[config.mk]
export PLATFORM = sky130hd
export DESIGN_NAME = llcsplit_ctrl
export DESIGN_NICKNAME = d
export VERILOG_FILES = /design/src/rtl/llcsplit_pkg.sv /design/src/rtl/llcsplit_ways.sv /design/src/rtl/llcsplit_lru.sv /design/src/rtl/llcsplit_ctrl.sv
export SDC_FILE = /design/constraint.sdc
export NUM_CORES = 2
export LEC_CHECK = 0
export CAP_MARGIN = 20
export CORE_MARGIN = 2
export CORE_UTILIZATION = 45
export CTS_CLUSTER_DIAMETER = 60
export CTS_CLUSTER_SIZE = 20
export DETAILED_ROUTE_END_ITERATION = 10
export PLACE_DENSITY_LB_ADDON = 0.12
export SKIP_LAST_GASP = 1
export SLEW_MARGIN = 20
export SYNTH_ARGS = -nofsm -noshare
export SYNTH_HDL_FRONTEND = slang
export SYNTH_SLANG_ARGS = --single-unit
[constraint.sdc]
create_clock -name clk -period 11.8 [get_ports clk]
set_input_delay 3.54 -clock clk [delete_from_list [all_inputs] [get_ports clk]]
set_output_delay 3.54 -clock clk [all_outputs]
set_load 0.03 [all_outputs]
[src/rtl/llcsplit_pkg.sv]
package llcsplit_pkg;
   localparam int unsigned LINE_BYTES = 64;
   localparam int unsigned OFF_BITS   = $clog2(LINE_BYTES);

   typedef enum logic [1:0] {
      LOC_MISS  = 2'b00,
      LOC_NORM  = 2'b01,
      LOC_DIRTY = 2'b10
   } hit_loc_e;
endpackage

[src/rtl/llcsplit_ways.sv]
module llcsplit_ways #(
   parameter int SET_BITS = 4,
   parameter int TAG_W    = 12,
   parameter int WAYS     = 5,
   parameter int WAY_W    = 3
) (
   input  logic                   clk,
   input  logic                   rst_n,
   input  logic [SET_BITS-1:0]    rd_set,
   input  logic [TAG_W-1:0]       rd_tag,
   output logic [WAYS-1:0]        hit_vec,
   output logic [WAYS-1:0]        valid_vec,
   output logic [WAYS-1:0]        dirty_vec,
   output logic [WAYS*TAG_W-1:0]  tag_flat,
   input  logic                   wr_en,
   input  logic [SET_BITS-1:0]    wr_set,
   input  logic [WAY_W-1:0]       wr_way,
   input  logic [TAG_W-1:0]       wr_tag,
   input  logic                   wr_dirty
);
   localparam int SETS = 1 << SET_BITS;

   logic [TAG_W-1:0] tag_q   [SETS][WAYS];
   logic [WAYS-1:0]  vld_q   [SETS];
   logic [WAYS-1:0]  dirty_q [SETS];

   for (genvar w = 0; w < WAYS; w++) begin : g_cmp
      assign tag_flat[w*TAG_W +: TAG_W] = tag_q[rd_set][w];
      assign valid_vec[w] = vld_q[rd_set][w];
      assign dirty_vec[w] = dirty_q[rd_set][w];
      assign hit_vec[w]   = vld_q[rd_set][w] && (tag_q[rd_set][w] == rd_tag);
   end

   always_ff @(posedge clk) begin
      if (!rst_n) begin
         for (int s = 0; s < SETS; s++) begin
            vld_q[s]   <= '0;
            dirty_q[s] <= '0;
         end
      end else if (wr_en) begin
         vld_q[wr_set][wr_way]   <= 1'b1;
         dirty_q[wr_set][wr_way] <= wr_dirty;
      end
   end

   always_ff @(posedge clk) begin
      if (wr_en) tag_q[wr_set][wr_way] <= wr_tag;
   end

   // a tag never lives in two ordinary ways of one set
   p_hit_onehot_r2: assert property (@(posedge clk) disable iff (!rst_n)
      $onehot0(hit_vec));
endmodule

[src/rtl/llcsplit_lru.sv]
module llcsplit_lru #(
   parameter int SET_BITS = 4,
   parameter int WAYS     = 5,
   parameter int WAY_W    = 3
) (
   input  logic                clk,
   input  logic                rst_n,
   input  logic [SET_BITS-1:0] rd_set,
   input  logic [WAYS-1:0]     valid_vec,
   output logic [WAY_W-1:0]    victim_way,
   input  logic                touch_en,
   input  logic [SET_BITS-1:0] touch_set,
   input  logic [WAY_W-1:0]    touch_way
);
   localparam int SETS  = 1 << SET_BITS;
   localparam int AGE_W = (WAYS > 1) ? $clog2(WAYS) : 1;

   logic [AGE_W-1:0] age_q [SETS][WAYS];
   logic [WAYS-1:0]  mru_vec;

   always_comb begin
      logic found;
      found      = 1'b0;
      victim_way = '0;
      for (int w = 0; w < WAYS; w++) begin
         if (!found && !valid_vec[w]) begin
            victim_way = WAY_W'(w);
            found      = 1'b1;
         end
      end
      if (!found) begin
         for (int w = 0; w < WAYS; w++) begin
            if (age_q[rd_set][w] == AGE_W'(WAYS-1)) victim_way = WAY_W'(w);
         end
      end
   end

   for (genvar w = 0; w < WAYS; w++) begin : g_mru
      assign mru_vec[w] = (age_q[rd_set][w] == '0);
   end

   always_ff @(posedge clk) begin
      if (!rst_n) begin
         for (int s = 0; s < SETS; s++)
            for (int w = 0; w < WAYS; w++)
               age_q[s][w] <= AGE_W'(w);
      end else if (touch_en) begin
         for (int w = 0; w < WAYS; w++) begin
            if (WAY_W'(w) == touch_way)
               age_q[touch_set][w] <= '0;
            else if (age_q[touch_set][w] < age_q[touch_set][touch_way])
               age_q[touch_set][w] <= age_q[touch_set][w] + 1'b1;
         end
      end
   end

   // exactly one most-recent way per set at all times
   p_single_mru_r3: assert property (@(posedge clk) disable iff (!rst_n)
      $countones(mru_vec) == 1);
endmodule

[src/rtl/llcsplit_ctrl.sv]
module llcsplit_ctrl
   import llcsplit_pkg::*;
#(
   parameter int SET_BITS   = 4,
   parameter int TAG_W      = 12,
   parameter int TOTAL_WAYS = 8,
   parameter int DIRTY_WAYS = 3,
   localparam int NORM_WAYS = TOTAL_WAYS - DIRTY_WAYS,
   localparam int WAY_W     = (NORM_WAYS > 1) ? $clog2(NORM_WAYS) : 1,
   localparam int LINE_W    = TAG_W + SET_BITS,
   localparam int ADDR_W    = LINE_W + OFF_BITS
) (
   input  logic              clk,
   input  logic              rst_n,
   input  logic              req_valid,
   output logic              req_ready,
   input  logic [ADDR_W-1:0] req_addr,
   input  logic              req_write,
   output logic              rsp_valid,
   output logic              rsp_hit,
   output logic [1:0]        rsp_loc,
   output logic [WAY_W-1:0]  rsp_way,
   output logic              fill_valid,
   output logic [LINE_W-1:0] fill_line,
   output logic [LINE_W-1:0] dp_lookup_line,
   input  logic              dp_lookup_hit,
   output logic              dp_remove,
   output logic [LINE_W-1:0] dp_remove_line,
   output logic              dp_ins_valid,
   input  logic              dp_ins_ready,
   output logic [LINE_W-1:0] dp_ins_line
);
   if (DIRTY_WAYS < 1 || DIRTY_WAYS >= TOTAL_WAYS - 1) begin : g_bad_split
      $error("dirty-way count must leave at least two ordinary ways");
   end
   if (SET_BITS < 1 || TAG_W < 1) begin : g_bad_geom
      $error("set and tag widths must be positive");
   end

   logic [LINE_W-1:0]          req_line;
   logic                       promo_q;
   logic [LINE_W-1:0]          promo_line_q;
   logic [LINE_W-1:0]          cur_line;
   logic [SET_BITS-1:0]        cur_set;
   logic [TAG_W-1:0]           cur_tag;
   logic [NORM_WAYS-1:0]       hit_vec, valid_vec, dirty_vec;
   logic [NORM_WAYS*TAG_W-1:0] tag_flat;
   logic [WAY_W-1:0]           victim, hit_way, use_way;
   logic                       norm_hit, accept, alloc, evict_dirty;
   logic                       upd_en;
   logic                       rsp_valid_q, rsp_hit_q, fill_q, ins_q;
   hit_loc_e                   loc_q;
   logic [WAY_W-1:0]           way_q;
   logic [LINE_W-1:0]          fill_line_q, ins_line_q;
   logic                       unused_off;

   assign unused_off = ^req_addr[OFF_BITS-1:0];
   assign req_line   = req_addr[ADDR_W-1:OFF_BITS];
   assign cur_line   = promo_q ? promo_line_q : req_line;
   assign cur_set    = cur_line[SET_BITS-1:0];
   assign cur_tag    = cur_line[LINE_W-1:SET_BITS];

   llcsplit_ways #(.SET_BITS(SET_BITS), .TAG_W(TAG_W), .WAYS(NORM_WAYS), .WAY_W(WAY_W)) u_ways (
      .clk, .rst_n,
      .rd_set   (cur_set),
      .rd_tag   (cur_tag),
      .hit_vec, .valid_vec, .dirty_vec, .tag_flat,
      .wr_en    (upd_en && (alloc || req_write)),
      .wr_set   (cur_set),
      .wr_way   (use_way),
      .wr_tag   (cur_tag),
      .wr_dirty (promo_q || req_write)
   );

   llcsplit_lru #(.SET_BITS(SET_BITS), .WAYS(NORM_WAYS), .WAY_W(WAY_W)) u_lru (
      .clk, .rst_n,
      .rd_set     (cur_set),
      .valid_vec,
      .victim_way (victim),
      .touch_en   (upd_en),
      .touch_set  (cur_set),
      .touch_way  (use_way)
   );

   always_comb begin
      hit_way = '0;
      for (int w = 0; w < NORM_WAYS; w++)
         if (hit_vec[w]) hit_way = WAY_W'(w);
   end

   assign norm_hit    = |hit_vec;
   assign req_ready   = !promo_q && !ins_q;
   assign accept      = req_valid && req_ready;
   assign alloc       = promo_q || (accept && !norm_hit && !dp_lookup_hit);
   assign upd_en      = alloc || (accept && norm_hit);
   assign use_way     = alloc ? victim : hit_way;
   assign evict_dirty = alloc && valid_vec[victim] && dirty_vec[victim];

   always_ff @(posedge clk) begin
      if (!rst_n) begin
         rsp_valid_q <= 1'b0;
         rsp_hit_q   <= 1'b0;
         loc_q       <= LOC_MISS;
         way_q       <= '0;
         fill_q      <= 1'b0;
         fill_line_q <= '0;
         promo_q     <= 1'b0;
         promo_line_q <= '0;
         ins_q       <= 1'b0;
         ins_line_q  <= '0;
      end else begin
         rsp_valid_q <= accept;
         fill_q      <= accept && !norm_hit && !dp_lookup_hit;
         promo_q     <= accept && !norm_hit && dp_lookup_hit;
         if (accept) begin
            rsp_hit_q    <= norm_hit || dp_lookup_hit;
            loc_q        <= norm_hit ? LOC_NORM : (dp_lookup_hit ? LOC_DIRTY : LOC_MISS);
            way_q        <= norm_hit ? hit_way : (dp_lookup_hit ? '0 : victim);
            fill_line_q  <= req_line;
            promo_line_q <= req_line;
         end
         if (evict_dirty) begin
            ins_q      <= 1'b1;
            ins_line_q <= {tag_flat[int'(victim)*TAG_W +: TAG_W], cur_set};
         end else if (dp_ins_ready) begin
            ins_q <= 1'b0;
         end
      end
   end

   assign rsp_valid      = rsp_valid_q;
   assign rsp_hit        = rsp_hit_q;
   assign rsp_loc        = loc_q;
   assign rsp_way        = way_q;
   assign fill_valid     = fill_q;
   assign fill_line      = fill_line_q;
   assign dp_lookup_line = req_line;
   assign dp_remove      = promo_q;
   assign dp_remove_line = promo_line_q;
   assign dp_ins_valid   = ins_q;
   assign dp_ins_line    = ins_line_q;

   // a response follows exactly one accepted request
   p_rsp_after_accept_r2: assert property (@(posedge clk) disable iff (!rst_n)
      rsp_valid |-> $past(req_valid && req_ready));
   // a fill request only accompanies a miss response, carrying the taken line
   p_fill_on_miss_r4: assert property (@(posedge clk) disable iff (!rst_n)
      fill_valid |-> (rsp_valid && !rsp_hit && rsp_loc == LOC_MISS));
   p_fill_line_r4: assert property (@(posedge clk) disable iff (!rst_n)
      fill_valid |-> fill_line == $past(req_addr[ADDR_W-1:OFF_BITS]));
   // a waiting victim blocks requests and holds its line
   p_stall_on_victim_r7: assert property (@(posedge clk) disable iff (!rst_n)
      dp_ins_valid |-> !req_ready);
   p_victim_hold_r7: assert property (@(posedge clk) disable iff (!rst_n)
      (dp_ins_valid && !dp_ins_ready) |=> (dp_ins_valid && $stable(dp_ins_line)));
   // removal only in the dirty-hit response cycle
   p_remove_with_rsp_r8: assert property (@(posedge clk) disable iff (!rst_n)
      dp_remove |-> (rsp_valid && rsp_loc == LOC_DIRTY && !req_ready && !fill_valid));
endmodule

==> impl_metrics.env <==
export IMPL_peakVddDrop_uv=142
export IMPL_synthCells=4360
export IMPL_dp_slack_ps=984
export IMPL_tightest_slew_ps=1100
export IMPL_slew_violations=0
export IMPL_cp_end_kind="flip-flop"
export IMPL_grt_pass1_wl_um=284000
export IMPL_yosysWarnings=0
export IMPL_fin_crit_ps=10120
export IMPL_cts_setup_buffers=0
export IMPL_drt_total_wl_um=198000
export IMPL_antenna_found_initial=5
export IMPL_area_growth_pct=12.8
export IMPL_io_pins=103
export IMPL_grt_util_all_layers=0.277
export IMPL_grt_overflow=0
export IMPL_netlist_cell_type_count=98
export IMPL_clkTransAtPathRegs_ps=80
export IMPL_startpoint_type="input port"
export IMPL_die_area_um2=141000
export IMPL_ff2ff_path_depth=24
export IMPL_hold_viol_final=0
export IMPL_syn_nets=4403
export IMPL_fin_crit_sh=0.858
export IMPL_insertedDiodeCount=0
export IMPL_routedWlPerCell_um=31.1
export IMPL_synthArstFlopShare=0
export IMPL_htreeDepth=3
export IMPL_dieWidth_um=375
export IMPL_outcome="completed"
export IMPL_placedCellCount=6123
export IMPL_antenna_left=0
export IMPL_critPathMaxFanout=37
export IMPL_syn_avg_cell_area_um2=14.2
export IMPL_grt_max_degree=127
export IMPL_ys_ff_latch=1402
export IMPL_post_route_drc_count=0
export IMPL_vias=40000
export IMPL_final_cells=6351
export IMPL_design_power_total_uw=11200
export IMPL_ys_flop_type="edfxtp_1"
export IMPL_cts_hold_buf=0
export IMPL_fin_skew_ps=30.1
export IMPL_viasPerCell=6.29
export IMPL_rows=136
export IMPL_hold_path_class="reg -> reg"
export IMPL_power_leakage_uw=0.0226
export IMPL_clk_latency_ps=760
export IMPL_first_pass_iters=6
export IMPL_finalWorstSetupSlack_ps=1680
export IMPL_globalplace_congestion=0.872
export IMPL_rsz0062_at_grt="no"
export IMPL_cts_tree="built"
export IMPL_portBuffers=96
export IMPL_fmax_ghz=0.0988
export IMPL_fin_nets=4495
export IMPL_die_h_um=375
export IMPL_path_class="in -> reg"
export IMPL_drtIter0Drc=4882
export IMPL_detailed_place_hpwl_um=118000
export IMPL_clockRootBuffer="clkbuf_16"
export IMPL_power_density_nw_per_um2=161
export IMPL_worstPathRequired_ps=12180
export IMPL_numCtsBuffers=121
export IMPL_numClockSinks=1402
export IMPL_cts_buffer_depth=3
export IMPL_setup_viol=0
export IMPL_tns_ps=0
export IMPL_grt_pass1_vias=38700
export IMPL_final_util=0.510
export IMPL_hold_depth=1
export IMPL_drv_cap=0
export IMPL_start_util=0.452
export IMPL_fillers=11700
export IMPL_relSlewSlack=0.265
export IMPL_critPathArrivalTime_ps=10500
export IMPL_syn_area_um2=62000
export IMPL_synth_edff_count=1280
export IMPL_core_um2=137000
export IMPL_post_cts_resized=0
export IMPL_synth_seq_area_share=0.659
export IMPL_drive_gt1_frac=0.170
cells in the final DEF (no fill, tap or decap), types with 17 or more instances in the layout:
cell,n
a211oi_1,18
a21boi_0,37
a21o_1,505
a21oi_1,170
a22oi_1,24
a32o_1,21
a41oi_1,121
and2_1,42
buf_12,22
buf_4,283
clkbuf_16,123
clkdlybuf4s50_1,95
dfxtp_1,121
edfxtp_1,1280
inv_6,17
inv_8,19
mux2i_1,89
mux4_2,136
nand2_1,179
nand3_1,17
nor2_1,242
nor2b_1,17
nor3_1,132
nor4_1,70
o21a_1,82
o21ai_0,130
o21ai_1,49
o22ai_1,40
o41ai_1,27
or4_1,26
xnor2_1,59
where the power goes:
part / internal, uW / total, uW / switching, uW
combinational: 442 / 1370 / 931
clock: 2250 / 4340 / 2080
sequential: 5500 / 5520 / 26.0
logic make-up after synthesis:
family,share of synthesized area
buf+inv,0.0384
compound gates,0.152
mux,0.0679
xor+xnor,0.00890
flops,0.659
simple gates,0.0696
fa+ha+maj,0.00337
final cells by class:
cell class / instances / area (um^2) / share of cell area
Sequential cell: 1402 / 40900 / 0.584
Multi-Input combinational cell: 2497 / 18900 / 0.270
Timing Repair Buffer: 401 / 3530 / 0.0505
Clock buffer: 127 / 3100 / 0.0444
Tap cell: 1794 / 2240 / 0.0321
Clock inverter: 101 / 1210 / 0.0173
Inverter: 29 / 113 / 0.00161
cell usage after synthesis (all sizes together), types with 30 or more instances:
cell,number,share of area
a21boi,40,0.0050
a21o,505,0.061
a21oi,176,0.015
a41oi,122,0.017
and2,46,0.0046
buf,255,0.026
clkbuf,177,0.011
dfxtp,122,0.039
edfxtp,1280,0.62
mux2i,92,0.015
mux4,136,0.049
nand2,181,0.011
nor2,246,0.015
nor3,138,0.012
nor4,74,0.0080
o21a,82,0.0099
o21ai,185,0.015
o22ai,40,0.0040
or4,30,0.0039
xnor2,60,0.0085
worst max-delay path, cell delays in order:
cell             delay [ps]
clkdlybuf4s50_1         740
or3_4                   700
buf_4                   350
a21o_1                  140
a41oi_1                 190
nor4_1                  640
buf_4                   280
xnor2_1                 130
o2111ai_1               120
or4_4                   630
a21oi_1                 440
nor2_1                  160
mux2_4                  330
nand3_1                  90
o211ai_1                 90
o21ai_0                  90
mux2i_1                 100
buf_4                   180
ha_1                    290
inv_1                    90
a41oi_1                  60
a31oi_2                 290
a21oi_2                 120
buf_12                  170
o21ai_0                 510
worst paths after layout:
check                            from             endpoint  slack (ps)
setup / recovery          req_addr[6]    u_lru.age_q[2][8]        1680
hold / removal    u_ways.vld_q[11][1]  u_ways.vld_q[11][1]         460
setup reg to reg            dp_remove    u_lru.age_q[2][8]        3820
hold reg to reg   u_ways.vld_q[11][1]  u_ways.vld_q[11][1]         460
layer usage:
| layer | global-route usage | part of all wire |
|---|---|---|
| met3 | 0.0426 | 0.072 |
| met2 | 0.437 | 0.47 |
| met5 | 0 | 0.00012 |
| met1 | 0.396 | 0.43 |
| met4 | 0.0897 | 0.034 |
flip-flops by register name, summed over array words and instances, names as in the netlist, 2 cells and up:
signal / flops
dp_ins_line: 16
fill_line: 16
rsp_loc: 2
rsp_way: 3
u_lru.age_q: 240
u_ways.dirty_q: 80
u_ways.tag_q: 960
u_ways.vld_q: 80
stage by stage:
stage	cell area (um^2)	hold WS (ps)
2_1_floorplan	62000	435
3_3_place_gp	65600	442
3_5_place_dp	65600	448
4_1_cts	70000	465
5_1_grt	70000	478
6_report	70000	462
(Power assumes the default switching activity.)
